--- src/rtl/rt_pkg.sv ---
package rt_pkg;

    localparam int OPC_W = 3;

    typedef enum logic [OPC_W-1:0] {
        OP_NOP  = 3'd0,
        OP_LOAD = 3'd1,
        OP_ADD  = 3'd2,
        OP_COMP = 3'd3,
        OP_ROTL = 3'd4,
        OP_SHL  = 3'd5
    } rt_op_e;

endpackage

--- src/rtl/rt_madd.sv ---
// Addition modulo 2^W-1 with end-around carry; the result is normalised (all-ones -> 0).
module rt_madd #(
    parameter int W = 3
) (
    input  logic [W-1:0] a_i,
    input  logic [W-1:0] b_i,
    output logic [W-1:0] s_o
);
    localparam logic [W-1:0] ALL1 = '1;

    logic [W:0]   raw;
    logic [W-1:0] wrapped;

    always_comb begin
        raw     = {1'b0, a_i} + {1'b0, b_i};
        wrapped = raw[W-1:0] + W'(raw[W]);
        s_o     = (wrapped == ALL1) ? '0 : wrapped;
    end
endmodule

--- src/rtl/rt_fold.sv ---
// Residue generator: chains W-bit chunk additions modulo 2^W-1.
module rt_fold #(
    parameter int N = 12,
    parameter int W = 3
) (
    input  logic [N-1:0] word_i,
    output logic [W-1:0] res_o
);
    localparam int CH = N / W;

    logic [W-1:0] part [CH+1];

    assign part[0] = '0;

    for (genvar i = 0; i < CH; i++) begin : g_chunk
        rt_madd #(.W(W)) u_m (
            .a_i(part[i]),
            .b_i(word_i[i*W +: W]),
            .s_o(part[i+1])
        );
    end

    assign res_o = part[CH];
endmodule

--- src/rtl/rt_next.sv ---
// Residue-domain twin of each accumulator operation.
module rt_next #(
    parameter int W = 3
) (
    input  rt_pkg::rt_op_e op_i,
    input  logic [W-1:0]   chk_i,
    input  logic [W-1:0]   opnd_res_i,
    input  logic           msb_out_i,
    output logic [W-1:0]   chk_d_o
);
    import rt_pkg::*;

    localparam logic [W-1:0] MINUS1 = {{(W-1){1'b1}}, 1'b0};

    logic [W-1:0] rot_v;
    logic [W-1:0] comp_v;
    logic [W-1:0] add_v;
    logic [W-1:0] shl_v;
    logic [W-1:0] shl_sub;

    assign rot_v   = {chk_i[W-2:0], chk_i[W-1]};
    assign comp_v  = (chk_i == '0) ? '0 : ~chk_i;
    assign shl_sub = msb_out_i ? MINUS1 : '0;

    rt_madd #(.W(W)) u_add (.a_i(chk_i), .b_i(opnd_res_i), .s_o(add_v));
    rt_madd #(.W(W)) u_shl (.a_i(rot_v), .b_i(shl_sub),    .s_o(shl_v));

    always_comb begin
        case (op_i)
            OP_LOAD: chk_d_o = opnd_res_i;
            OP_ADD:  chk_d_o = add_v;
            OP_COMP: chk_d_o = comp_v;
            OP_ROTL: chk_d_o = rot_v;
            OP_SHL:  chk_d_o = shl_v;
            default: chk_d_o = chk_i;
        endcase
    end
endmodule

--- src/rtl/rt_syndrome.sv ---
// Syndrome = (residue(acc) - check) mod A; -Y mod A is ~Y within W bits.
module rt_syndrome #(
    parameter int N = 12,
    parameter int W = 3
) (
    input  logic [N-1:0] acc_i,
    input  logic [W-1:0] chk_i,
    output logic [W-1:0] acc_res_o,
    output logic [W-1:0] syn_o
);
    logic [W-1:0] neg_chk;

    rt_fold #(.N(N), .W(W)) u_fold (.word_i(acc_i), .res_o(acc_res_o));

    assign neg_chk = ~chk_i;

    rt_madd #(.W(W)) u_sub (.a_i(acc_res_o), .b_i(neg_chk), .s_o(syn_o));
endmodule

--- src/rtl/resid_track.sv ---
module resid_track #(
    parameter int N = 12,
    parameter int W = 3
) (
    input  logic         clk,
    input  logic         rst,
    input  logic [2:0]   op_i,
    input  logic [N-1:0] operand_i,
    input  logic [N-1:0] acc_i,
    output logic [W-1:0] chk_o,
    output logic [W-1:0] syndrome_o
);
    import rt_pkg::*;

    localparam logic [W-1:0] ALL1 = '1;

    rt_op_e       op;
    logic [W-1:0] chk_q;
    logic [W-1:0] chk_d;
    logic [W-1:0] opnd_res;
    logic [W-1:0] acc_res;

    assign op = rt_op_e'(op_i);

    rt_fold #(.N(N), .W(W)) u_opfold (.word_i(operand_i), .res_o(opnd_res));

    rt_next #(.W(W)) u_next (
        .op_i(op), .chk_i(chk_q), .opnd_res_i(opnd_res),
        .msb_out_i(acc_i[N-1]), .chk_d_o(chk_d)
    );

    rt_syndrome #(.N(N), .W(W)) u_syn (
        .acc_i(acc_i), .chk_i(chk_q), .acc_res_o(acc_res), .syn_o(syndrome_o)
    );

    always_ff @(posedge clk) begin
        if (rst) chk_q <= '0;
        else     chk_q <= chk_d;
    end

    assign chk_o = chk_q;

    p_rst_clear_r1: assert property (@(posedge clk) rst |=> chk_q == '0);

    p_norm_r2: assert property (@(posedge clk) disable iff (rst) chk_q != ALL1);

    p_load_r3: assert property (@(posedge clk) disable iff (rst)
        op == OP_LOAD |=> chk_q == $past(opnd_res));

    p_add_zero_r4: assert property (@(posedge clk) disable iff (rst)
        (op == OP_ADD && opnd_res == '0) |=> $stable(chk_q));

    p_add_from0_r4: assert property (@(posedge clk) disable iff (rst)
        (op == OP_ADD && chk_q == '0) |=> chk_q == $past(opnd_res));

    p_comp_r5: assert property (@(posedge clk) disable iff (rst)
        op == OP_COMP |=> chk_q == (($past(chk_q) == '0) ? '0 : ~$past(chk_q)));

    p_rot_r6: assert property (@(posedge clk) disable iff (rst)
        op == OP_ROTL |=> chk_q == {$past(chk_q[W-2:0]), $past(chk_q[W-1])});

    p_shl_nomsb_r7: assert property (@(posedge clk) disable iff (rst)
        (op == OP_SHL && !acc_i[N-1]) |=> chk_q == {$past(chk_q[W-2:0]), $past(chk_q[W-1])});

    p_hold_r8: assert property (@(posedge clk) disable iff (rst)
        (op_i == 3'd0 || op_i == 3'd6 || op_i == 3'd7) |=> $stable(chk_q));

    p_syn_zero_r9: assert property (@(posedge clk) disable iff (rst)
        acc_res == chk_q |-> syndrome_o == '0);

    p_syn_range_r10: assert property (@(posedge clk) disable iff (rst)
        syndrome_o != ALL1);
endmodule

--- config.mk ---
export PLATFORM = sky130hd
export DESIGN_NAME = resid_track
export DESIGN_NICKNAME = d
export VERILOG_FILES = /design/src/rtl/rt_pkg.sv /design/src/rtl/rt_madd.sv /design/src/rtl/rt_fold.sv /design/src/rtl/rt_next.sv /design/src/rtl/rt_syndrome.sv /design/src/rtl/resid_track.sv
export SDC_FILE = /design/constraint.sdc
export NUM_CORES = 1
export LEC_CHECK = 0
export BUFFER_PORTS_ARGS = -buffer_cell sky130_fd_sc_hd__buf_2
export CORE_MARGIN = 2
export CORE_UTILIZATION = 31
export CTS_CLUSTER_DIAMETER = 40
export DETAILED_ROUTE_END_ITERATION = 6
export PLACE_DENSITY_LB_ADDON = 0.08
export SYNTH_ARGS = -nofsm -noshare
export SYNTH_HDL_FRONTEND = slang
export SYNTH_HIERARCHICAL = 1
export SYNTH_SLANG_ARGS = --single-unit
--- constraint.sdc ---
create_clock -name clk -period 7.7 [get_ports clk]
set_input_delay 0.385 -clock clk [delete_from_list [all_inputs] [get_ports clk]]
set_output_delay 0.385 -clock clk [all_outputs]
set_load 0.01 [all_outputs]
==> results.md, run 1 <==
- Flip-flop count of the largest register, all copies and words added: 3
- Pins over their slew limit: 0
- Post-cts hold buffer count: 0
- Async set-reset flop share out of synthesis: 0%
- Top-area cell type share of the netlist area: 33.4%
- Number of synthesized flops with an enable pin: 0
- Required arrival time at the worst endpoint: 7320 ps
- Die height: ~86 um
- Initial standard-cell utilization of the core: 32.3%
- Worst skew pair latency: 220 ps
- Final core utilization: between 30 and 40%
- Slack of the worst reg-to-reg path: 5200 ps
- Layout Nets: between 300 and 400
- Outcome: finished clean
- Post-Syn Instances: 223
- Routability Congestion: between 0.7 and 0.8
- Number of buffers inserted during clock tree synthesis: 3
- Diodes inserted: 0
- Share of final-layout standard cells stronger than drive strength 1: a little over a quarter
- Worst reg2reg path startpoint: chk_o[0]$_SDFF_PP0_
- Number of antenna violations at the first check in global routing: 0
- Most frequent CP cell: sky130_fd_sc_hd__ha_1
- Area growth from synthesis to layout: 20.0%
- Hpwl dp: 2.98 mm
- Worst setup path class: in2out
- Portion of the clock cycle consumed by the worst path in the final layout: a little over nine tenths
- Number of warnings reported in the yosys synthesis log: 6
- Cell type with the highest aggregate area in the netlist: sky130_fd_sc_hd__ha_1
- Core box area: 6390 um^2
- Pin count of the biggest net entering global routing: 12
- Top fanout value on the critical path: 3
- Via count normalized by instance count: around 4.7
- Setup violators final: 0
- Maximum frequency from static timing analysis: approximately 140 MHz
- CTS tree: done
- Worst Skew: just over 0.8 ps
- Synth Flop Type: sky130_fd_sc_hd__dfxtp_1
- Distinct cell type count of the synthesized netlist: 23
- Chip width: about 86 um
- Most common cell in the synthesized netlist: sky130_fd_sc_hd__ha_1
- Arrival time at the worst endpoint: 6960 ps
- Global-route wire length before repair: around 6.5 mm
- Hold Fails Final Rpt: 0
- RSZ-0062 raised after global routing: true
- Sort of element at the start of the critical path: input pin
- Sum of negative setup slack: 0 ps
- Destination of the worst register-to-register timing path: chk_o[0]$_SDFF_PP0_
- Crit path from: acc_i[1]
- Worst Reg-to-Reg Cells: 10
- Root buffer cell: sky130_fd_sc_hd__clkbuf_8
- Min Clock Period, post-route: between 7000 and 8000 ps
- Worst path slowest cell: sky130_fd_sc_hd__fa_1
- Netlist area before placement: 2060 um^2
- DRC violation count after routing: 0
- First-pass detailed-route iteration total: 5
- Std-Cell Rows: 29
- Global router's overall resource usage: a little over a tenth
- Crit path largest cell delay: around 490 ps
- Worst min path class: in2reg
- DRT iter0 DRCs: 17
- H-Tree Level Count: 1
- Most used standard cells in the synthesized netlist: 55 x sky130_fd_sc_hd__ha_1, 50 x sky130_fd_sc_hd__inv_1, 33 x sky130_fd_sc_hd__a21boi_1
- Count of input and output buffers: 34
- Total vias in the final route: between 1,500 and 2,000
- Routed Wire Length: 3.44 mm
- Average size of a mapped cell: roughly 9 um^2
- Via count of the first global-routing pass: 1,662
- Post-synthesis sequential element count: 3
- Routed WL per cell: between 10 and 15 um
- Biggest area contributors in the synthesized netlist: sky130_fd_sc_hd__ha_1 33%, sky130_fd_sc_hd__a21boi_1 12%, sky130_fd_sc_hd__xnor3_1 12%, sky130_fd_sc_hd__fa_1 11%, sky130_fd_sc_hd__inv_1 9.1%
- Number of buffers on the longest clock path: 2
- Clock Pin Slew Worst Setup and Hold Paths: roughly 30 ps
- GR Overflow Total: 0
- Clock sink count: 3
- Capturing instance or port of the critical path: syndrome_o[2]
- Number of nets with antenna violations after routing: 0
- Reported max-cap violation count: 0
- Number of top-level pins: 35
- Area enclosed by the die boundary: approximately 7300 um^2
- Category of the worst setup path capture point: output port
- Part of the Yosys area used for sequential elements: around 2.9%
==> placed cells by master (no fill, tap or decap), types with 5 or more instances in the layout <==
cell type                  count
sky130_fd_sc_hd__a21boi_1     20
sky130_fd_sc_hd__a21boi_2     10
sky130_fd_sc_hd__a21o_1       11
sky130_fd_sc_hd__a21o_2       11
sky130_fd_sc_hd__a21oi_1       8
sky130_fd_sc_hd__buf_2        34
sky130_fd_sc_hd__conb_1        9
sky130_fd_sc_hd__fa_1         11
sky130_fd_sc_hd__ha_1         53
sky130_fd_sc_hd__inv_1        49
sky130_fd_sc_hd__nor2_1        7
sky130_fd_sc_hd__xnor3_1       6
sky130_fd_sc_hd__xnor3_2       5
==> per-layer routing <==
layer | global-route usage (%) | share of wire (%) | vias up
li1 | - | - | 849
met3 | 0.866 | 2.7 | 5
met4 | 3.46 | 1.3 | 0
met1 | 12.8 | 46 | 729
met5 | 0 | 0 | -
met2 | 19.2 | 50 | 23
==> stage by stage <==
| step | hold slack (ps) | cell area, um^2 | std cells | setup slack (ps) |
|---|---|---|---|---|
| floorplan | 457 | 2080 | 229 | 531 |
| global placement | 586 | 2330 | 338 | -78.7 |
| detailed placement | 587 | 2330 | 338 | -121 |
| CTS | 360 | 2370 | 342 | 47.0 |
| global route | 376 | 2470 | 343 | -32.2 |
| finish | 364 | 2470 | 343 | 360 |
==> logic make-up after synthesis <==
family / share of synthesized area, %
AO/OA/AOI/OAI: 24.5
XOR/XNOR: 12.0
adder cells (fa/ha/maj): 44.1
buffers and inverters: 10.2
flip-flops: 2.91
multiplexers: 1.58
other: 0.546
AND/OR/NAND/NOR: 4.25
==> worst max-delay path: cells and delay by family <==
kind / cells / cell delay, ps
buf+inv: 6 / 460
xor+xnor: 4 / 970
compound gates: 11 / 1880
fa+ha+maj: 14 / 3250
==> cell type report <==
class	instances	area [um^2]
sequential	3	60.1
fill	675	3910
inverter	50	188
tap	77	96.3
timing repair buffer	35	178
multi-input combinational	174	1910
clock buffer	4	45.0
==> worst min path at each step <==
stage                     start                   to  slack (ps)  depth (start not counted)
final                       rst  chk_o[1]$_SDFF_PP0_         360                          2
after global routing        rst  chk_o[1]$_SDFF_PP0_         380                          2
after CTS                   rst  chk_o[1]$_SDFF_PP0_         360                          2
after detailed placement    rst  chk_o[1]$_SDFF_PP0_         590                          2
after global placement      rst  chk_o[2]$_SDFF_PP0_         590                          2
after floorplan             rst  chk_o[0]$_SDFF_PP0_         460                          1
==> timing repair <==
item | 4_1_cts | 5_1_grt
resized for setup | 0 | 25
buffers inserted | 0 | 1
setup endpoints to repair | 0 | 6
Power of run 1 is not shown: default switching activity piles up to over one toggle a cycle in this logic, so the estimate is an artifact.
==> run 2, diff against run 1 <==
--- a/config.mk
+++ b/config.mk
@@ -6,6 +6,8 @@
 export NUM_CORES = 1
 export LEC_CHECK = 0
 export BUFFER_PORTS_ARGS = -buffer_cell sky130_fd_sc_hd__buf_2
+export CELL_PAD_IN_SITES_DETAIL_PLACEMENT = 1
+export CELL_PAD_IN_SITES_GLOBAL_PLACEMENT = 1
 export CORE_MARGIN = 2
 export CORE_UTILIZATION = 31
 export CTS_CLUSTER_DIAMETER = 40
==> run 2 against run 1 <==
Net effect:
- flip-flop and latch count unchanged
- routed wire length increased by 11%
- first-iteration DRC count shrank 18%
- setup slack lost 27 ps
- core utilization is 0.31 points higher
- critical path depth unchanged
- hold slack worse by 3.0 ps
- critical path type unchanged
- largest cell class unchanged
==> results.md, run 2 (synthesized netlist as in run 1, its figures left out) <==
- Via count of the first global-routing pass: 1,662 (unchanged)
- Die height: 85.6 um (unchanged)
- Diodes inserted: 0 (unchanged)
- Number of antenna violations at the first check in global routing: 0 (unchanged)
- Hpwl dp: 3.37 mm (+13%)
- Area of placed instances: 2350 um^2 (+0.97%)
- Sequential Area: 60.1 um^2 (unchanged)
- Post-cts hold buffer count: 0 (unchanged)
- Std-Cell Rows: 29 (unchanged)
- Worst Skew: 3.08 ps (+2.26 ps)
- Crit path largest cell delay: 440 ps (-50 ps)
- DRT iter0 DRCs: 14 (-3)
- Reported max-cap violation count: 0 (unchanged)
- Worst skew pair latency: 220 ps (about the same)
- Routed WL per cell: 11.0 um (+9.6%)
- DRC violation count after routing: 0 (unchanged)
- Routability Congestion: 0.748 (+6.1%)
- Non-Filler Cell Area, Final: 2490 um^2 (+0.81%)
- Number of top-level pins: 35 (unchanged)
- GR Overflow Total: 0 (unchanged)
- Sort of element at the start of the critical path: input pin
- Core box area: 6390 um^2 (unchanged)
- Hold Fails Final Rpt: 0 (unchanged)
- Required arrival time at the worst endpoint: 7320 ps (about the same)
- Outcome: finished clean
- Number of buffers on the longest clock path: 2 (unchanged)
- Worst min path class: in2reg
- Worst Reg-to-Reg Cells: 10 (unchanged)
- Worst path slowest cell: sky130_fd_sc_hd__fa_1
- Clock Pin Slew Worst Setup and Hold Paths: 30 ps (about the same)
- Global-route wire length before repair: 6.97 mm (+7.3%)
- Routed Wire Length: 3.80 mm (+11%)
- Worst hold path cell count: 2 (unchanged)
- Category of the worst setup path capture point: output port
- Cell Count, Final, Fillers Out: 346 (+0.87%)
- Number of nets with antenna violations after routing: 0 (unchanged)
- Global router's overall resource usage: 11.2% (+0.76 points)
- Maximum frequency from static timing analysis: 136 MHz (-0.37%)
- Area growth from synthesis to layout: 20.9%
- Sum of negative setup slack: 0 ps (unchanged)
- Combined area of the multi-input logic cells: 1900 um^2 (-0.13%)
- Number of buffers inserted during clock tree synthesis: 3 (unchanged)
- CTS tree: done
- Portion of the clock cycle consumed by the worst path in the final layout: 95.7% (+0.35 points)
- Area enclosed by the die boundary: 7320 um^2 (unchanged)
- RSZ-0062 raised after global routing: true
- Via count normalized by instance count: 4.73 (+0.92%)
- Chip width: 85.6 um (unchanged)
- Min Clock Period, post-route: 7370 ps (+27.2 ps)
- Initial standard-cell utilization of the core: 32.3% (unchanged)
- Top fanout value on the critical path: 3 (unchanged)
- Root buffer cell: sky130_fd_sc_hd__clkbuf_8
- Number of filler cells placed in the layout: 781 (+16%)
- Count of input and output buffers: 34 (unchanged)
- Setup violators final: 0 (unchanged)
- Most frequent CP cell: sky130_fd_sc_hd__ha_1
- Clock sink count: 3 (unchanged)
- Pin count of the biggest net entering global routing: 12 (unchanged)
- Flip-flop count of the largest register, all copies and words added: 3 (unchanged)
- Pins over their slew limit: 0 (unchanged)
- Arrival time at the worst endpoint: 6980 ps (+20 ps)
- Post-placement cell count: 341 (+0.89%)
- Worst setup path class: in2out
- Most common cell after layout, fill and taps aside: sky130_fd_sc_hd__ha_1
- Slack of the worst reg-to-reg path: 5150 ps (-50 ps)
- Layout Nets: 365 (+0.83%)
- H-Tree Level Count: 1 (unchanged)
- First-pass detailed-route iteration total: 4 (-1)
- Commonest cells after routing, fill and taps aside: 51 x sky130_fd_sc_hd__ha_1, 49 x sky130_fd_sc_hd__inv_1, 34 x sky130_fd_sc_hd__buf_2, 20 x sky130_fd_sc_hd__a21boi_1, 12 x sky130_fd_sc_hd__a21boi_2
- Total vias in the final route: 1,635 (+1.8%)
- Share of final-layout standard cells stronger than drive strength 1: 28.3% (+0.81 points)
- Post-Route Hold Slack: 361 ps (-2.99 ps)
## run 2: cell types whose count changed in the layout (fill, tap and decap cells not counted)
| cell | delta |
|---|---|
| sky130_fd_sc_hd__a21boi_2 | +2 |
| sky130_fd_sc_hd__ha_1 | -2 |
| sky130_fd_sc_hd__a21boi_4 | -2 |
| sky130_fd_sc_hd__xnor3_2 | -2 |
| sky130_fd_sc_hd__ha_4 | +1 |
| sky130_fd_sc_hd__buf_4 | +3 |
| sky130_fd_sc_hd__xnor3_1 | +2 |
| sky130_fd_sc_hd__ha_2 | +1 |
## run 2: what timing repair did
action,in CTS,in global routing
pin swaps,0,10
endpoints found under the setup margin,1,6
setup buffers,0,1
resized for setup,1,22
## run 2: path summary, 6_finish.rpt
kind                              end                 from
setup / recovery        syndrome_o[2]             acc_i[1]
hold / removal    chk_o[2]$_SDFF_PP0_                  rst
setup reg to reg  chk_o[1]$_SDFF_PP0_  chk_o[0]$_SDFF_PP0_
hold reg to reg   chk_o[2]$_SDFF_PP0_  chk_o[2]$_SDFF_PP0_
## run 2: metal layers
layer  global-route usage [%]  share of wire (%)  wire (um)  vias to the layer above
li1                         -                  -          -                      851
met1                     15.7                 48       1830                      756
met2                     19.5                 48       1830                       26
met3                    0.385                3.5        132                        2
met4                     2.16               0.29         11                        0
met5                        0                  0          0                        -
## run 2: layout make-up
cell class	count	share of cell area, %
Timing Repair Buffer	38	8.03
Inverter	50	7.53
Multi-Input combinational cell	174	76.4
Sequential cell	3	2.41
Clock buffer	4	1.81
Tap cell	77	3.86
## run 2: metrics by stage
step / worst slack, ps / utilization (%)
global route: -51.3 / 39.0
detailed placement: -23.3 / 36.8
finish: 332 / 39.0
global placement: 25.3 / 36.8
CTS: 42.8 / 37.6
floorplan: 531 / -
## run 2: critical path: cells and delay by family
family                   cells  cell delay, ps
XOR/XNOR                     4             980
AO/OA/AOI/OAI               13            2290
adder cells (fa/ha/maj)     14            2970
buffers and inverters        4             360
Power of run 2 is left out for the same reason.
